[src/rtl/vrm_pkg.sv]
package vrm_pkg;
  typedef enum logic [1:0] {
    SRC_BOOT  = 2'b00,
    SRC_FLASH = 2'b01,
    SRC_SRAM  = 2'b10,
    SRC_EXT   = 2'b11
  } src_e;
endpackage

[src/rtl/vrm_sel_reg.sv]
module vrm_sel_reg
  import vrm_pkg::*;
(
  input  logic       clk,
  input  logic       rst,
  input  logic       we,
  input  logic [1:0] wdata,
  output src_e       sel
);
  // new source is visible only after the clock edge that captures it
  always_ff @(posedge clk) begin
    if (rst)     sel <= SRC_BOOT;
    else if (we) sel <= src_e'(wdata);
  end
endmodule

[src/rtl/vrm_xlate.sv]
module vrm_xlate
  import vrm_pkg::*;
#(
  parameter int unsigned ADDR_W   = 32,
  parameter int unsigned WIN_BITS = 6,
  parameter logic [ADDR_W-1:0] BOOT_BASE  = 32'h7FFF_E000,
  parameter logic [ADDR_W-1:0] FLASH_BASE = 32'h0000_0000,
  parameter logic [ADDR_W-1:0] SRAM_BASE  = 32'h4000_0000,
  parameter logic [ADDR_W-1:0] EXT_BASE   = 32'h8000_0000
) (
  input  src_e              sel,
  input  logic [ADDR_W-1:0] addr,
  output logic [ADDR_W-1:0] xaddr,
  output logic              hit
);
  localparam int unsigned HI_W = ADDR_W - WIN_BITS;

  logic [ADDR_W-1:0] base;
  logic [ADDR_W-1:0] offs;

  always_comb begin
    unique case (sel)
      SRC_BOOT:  base = BOOT_BASE;
      SRC_FLASH: base = FLASH_BASE;
      SRC_SRAM:  base = SRAM_BASE;
      default:   base = EXT_BASE;
    endcase
    offs  = {{HI_W{1'b0}}, addr[WIN_BITS-1:0]};
    hit   = (addr[ADDR_W-1:WIN_BITS] == '0);
    xaddr = hit ? (base + offs) : addr;
  end
endmodule

[src/rtl/vector_remap_unit.sv]
module vector_remap_unit
  import vrm_pkg::*;
#(
  parameter int unsigned ADDR_W   = 32,
  parameter int unsigned WIN_BITS = 6,
  parameter logic [ADDR_W-1:0] BOOT_BASE  = 32'h7FFF_E000,
  parameter logic [ADDR_W-1:0] FLASH_BASE = 32'h0000_0000,
  parameter logic [ADDR_W-1:0] SRAM_BASE  = 32'h4000_0000,
  parameter logic [ADDR_W-1:0] EXT_BASE   = 32'h8000_0000
) (
  input  logic              clk,
  input  logic              rst,
  input  logic              sel_we,
  input  logic [1:0]        sel_wdata,
  input  logic              in_valid,
  input  logic [ADDR_W-1:0] in_addr,
  output logic              out_valid,
  output logic [ADDR_W-1:0] out_addr,
  output logic              out_win
);
  src_e              sel_q;
  logic [ADDR_W-1:0] x_addr;
  logic              x_hit;

  vrm_sel_reg u_sel (
    .clk   (clk),
    .rst   (rst),
    .we    (sel_we),
    .wdata (sel_wdata),
    .sel   (sel_q)
  );

  vrm_xlate #(
    .ADDR_W     (ADDR_W),
    .WIN_BITS   (WIN_BITS),
    .BOOT_BASE  (BOOT_BASE),
    .FLASH_BASE (FLASH_BASE),
    .SRAM_BASE  (SRAM_BASE),
    .EXT_BASE   (EXT_BASE)
  ) u_xlate (
    .sel   (sel_q),
    .addr  (in_addr),
    .xaddr (x_addr),
    .hit   (x_hit)
  );

  always_ff @(posedge clk) begin
    if (rst) out_valid <= 1'b0;
    else     out_valid <= in_valid;
  end

  // data path without reset so it maps to plain flops
  always_ff @(posedge clk) begin
    if (in_valid) begin
      out_addr <= x_addr;
      out_win  <= x_hit;
    end
  end
endmodule

[config.mk]
export PLATFORM = sky130hd
export DESIGN_NAME = vector_remap_unit
export DESIGN_NICKNAME = d
export VERILOG_FILES = /design/src/rtl/vrm_pkg.sv /design/src/rtl/vrm_sel_reg.sv /design/src/rtl/vrm_xlate.sv /design/src/rtl/vector_remap_unit.sv
export SDC_FILE = /design/constraint.sdc
export NUM_CORES = 1
export LEC_CHECK = 0
export CORE_ASPECT_RATIO = 1.75
export CORE_MARGIN = 8
export CORE_UTILIZATION = 51
export DETAILED_ROUTE_END_ITERATION = 12
export DONT_BUFFER_PORTS = 1
export GPL_ROUTABILITY_DRIVEN = 0
export PLACE_DENSITY = 0.71
export SYNTH_ARGS = -nofsm -noshare
export SYNTH_HDL_FRONTEND = slang
export SYNTH_SLANG_ARGS = --single-unit
[constraint.sdc]
create_clock -name clk -period 1.1 [get_ports clk]
set_input_delay 0.165 -clock clk [delete_from_list [all_inputs] [get_ports clk]]
set_output_delay 0.165 -clock clk [all_outputs]
set_load 0.1 [all_outputs]
==> metrics <==
Post-synth top cells=edfxtp_1, o21bai_2, clkbuf_1; synth unique cells=21; CTS Buf Count=5; antenna cells=0; Core ar.=2690 sq um; Overflow after GRT=0; Worst Path Max Fanout=8; CTS tree=yes; synth-to-layout area growth=75.8%; post-detailed-route wirelength per cell=31.1 microns; Worst EP required=1.23 ns; Pwr Density=1520 nW/um^2; flops & latches, synth=36; largest net degree at the start of global routing=35; die area=4860 sq um; CP Data Arrival Time=1.27 ns; ANT nets after route=0; Achievable Freq=870 MHz; Crit. Startpoint=u_sel.sel[1]; setup tns final=-0.313 ns; leading area contributor after synthesis=edfxtp_1; Mapped Area=1450 sq um; first-pass GRT wire length=6.63 mm; Seq/Total Area, Yosys=72.7%; vias after detailed routing=1033; CTS sink count=36; H-tree depth=2; router iterations before antenna repair=4; post-CTS setup buffer count=0; Non-Filler Instances=168; clk_lat worst skew=0.29 ns; min cycle time layout=1.15 ns; initial antenna violation count=0; maximum VDD drop=0.00130 V; Synth top area share=68.6%; Hold-fix buffers, CTS=14; Initial Util=53.7%; Iteration-0 DRC Markers=54; critical setup path kind=reg2reg; Startpoint Class=flop; Layout Skew=0.00204 ns; post-detail-place hpwl=2.86 mm; Post-synth EDFFs=33; dpl cells=146; Async SR Flop Fraction=0%; gr usage total=18.4%; number of global-route vias before repair=1143; IO Port Bufs=0; hold_ws=-0.0116 ns; most common cell in the netlist=edfxtp_1; detailed-route wire length=5.22 mm; Leak=0.000961 uW; CP max-delay cell=dfxtp_2; Final Max Tran Viols=0; FP Rows=25; Die Wd=56.2 microns; Final Setup Violations=13; reg2reg start=u_sel.sel[1]; Vias/cell=6.15; Residual DRC=0; status=finished with violations; hold_sp=in_valid; share of layout cells above drive strength 1=50.4%; Post-Syn Nets=124; failing checks=negative hold slack, negative setup slack; root buffer cell=clkbuf_8; Critical Path, Cell by Cell=nor2_4, nand4_4, buf_12, o21bai_1; final net count=179; Avg Inst Size Synth=16.8 sq um; setup ws final=-0.0488 ns; clk slew on worst S/H paths=0.07 ns; RSZ-0062 raised after global routing=true; Power, Total=3850 uW; Main synth FF type=edfxtp_1; Boundary Pins=72; yosys warns=0; nature of the critical path endpoint=flop; Max-slew headroom=70.5%; Least-Margin Pin Slew=0.439 ns; Hold Path Class=in2reg; period utilisation layout=104%; Die H=86.4 microns; CTS max path bufs=2; final hold violations=33; Max Cap Violations=0; Mapped Cells=86; Max stage delay on crit path=0.34 ns; Synth area leaders=edfxtp_1, o21bai_2, dfxtp_1
logic make-up after synthesis:
family,count (synthesis),share of synthesized area (%)
flops,36,72.7
compound gates,19,13.9
simple gates,17,8.14
buf+inv,12,3.90
mux,2,1.39
flip-flops by register name, indices dropped and copies added (netlist names):
signal and flops:
out_valid 1, u_sel.sel 2, out_addr 32, out_win 1
power breakdown:
part / switching [uW] / internal, uW / total [uW]
Clock: 449 / 430 / 879
Combinational: 805 / 456 / 1260
Sequential: 94.9 / 1620 / 1710
placed cells by master (no fill, tap or decap):
cell type	netlist	routed
buf_12	0	35
buf_4	1	8
clkbuf_1	8	1
clkbuf_16	0	1
clkbuf_8	0	5
clkinv_2	0	1
dfxtp_1	3	1
dfxtp_2	0	2
dlygate4sd3_1	0	14
edfxtp_1	33	33
inv_1	2	2
mux2i_1	2	2
nand2_1	1	1
nand3_1	1	1
nand4_1	1	1
nand4_4	0	1
nor2_1	4	3
nor2_4	0	1
nor2b_1	1	1
nor3_1	1	1
nor4_2	3	4
nor4_4	0	2
o21bai_1	7	7
o21bai_2	10	3
o21bai_4	0	7
o31ai_1	1	1
o41ai_4	1	1
or4_1	1	1
critical path, delay by kind of cell (launching register included):
kind	cells	cell delay, ns
buf+inv	1	0.20
compound gates	1	0.16
simple gates	2	0.29
flops	1	0.34
worst paths after layout:
| check | cells past startpoint | slack (ns) | endpoint |
|---|---|---|---|
| max | 4 | -0.05 | out_addr[16] |
| max reg2reg | 4 | -0.05 | out_addr[16] |
| min | 0 | -0.01 | out_addr[14] |
| min reg2reg | 3 | 0.68 | u_sel.sel[1] |
layer usage:
metal | routed length (microns) | track usage (%) | part of all wire, %
met1 | 1560 | 15.0 | 30
met2 | 3020 | 36.0 | 58
met3 | 481 | 8.64 | 9.2
met4 | 157 | 6.81 | 3.0
met5 | 0 | 0 | 0
cell type report:
cell class                 count  area (sq um)
timing repair buffer          58           926
tap                           27          33.8
sequential                    36          1050
multi-input combinational     38           443
fill                          63           149
clock buffer                   6          72.6
inverter                       2          7.51
clock inverter                 1          5.00
stage by stage:
step	utilization [%]	worst slack (ns)	area, sq um
final	94.5	-0.0488	2540
after global routing	94.5	-0.0922	2540
after CTS	90.6	-0.0184	2440
after detailed placement	82.3	-0.184	2210
after global placement	82.3	-0.124	2210
after floorplan	-	-0.0793	1490
timing repair:
item / CTS / global route
gates resized for setup: 1 / 14
cloned: 0 / 1
setup endpoints to repair: 10 / 28
pin swaps: 0 / 4
endpoints found under the hold margin: 49 / 33
(Power assumes the default switching activity.)
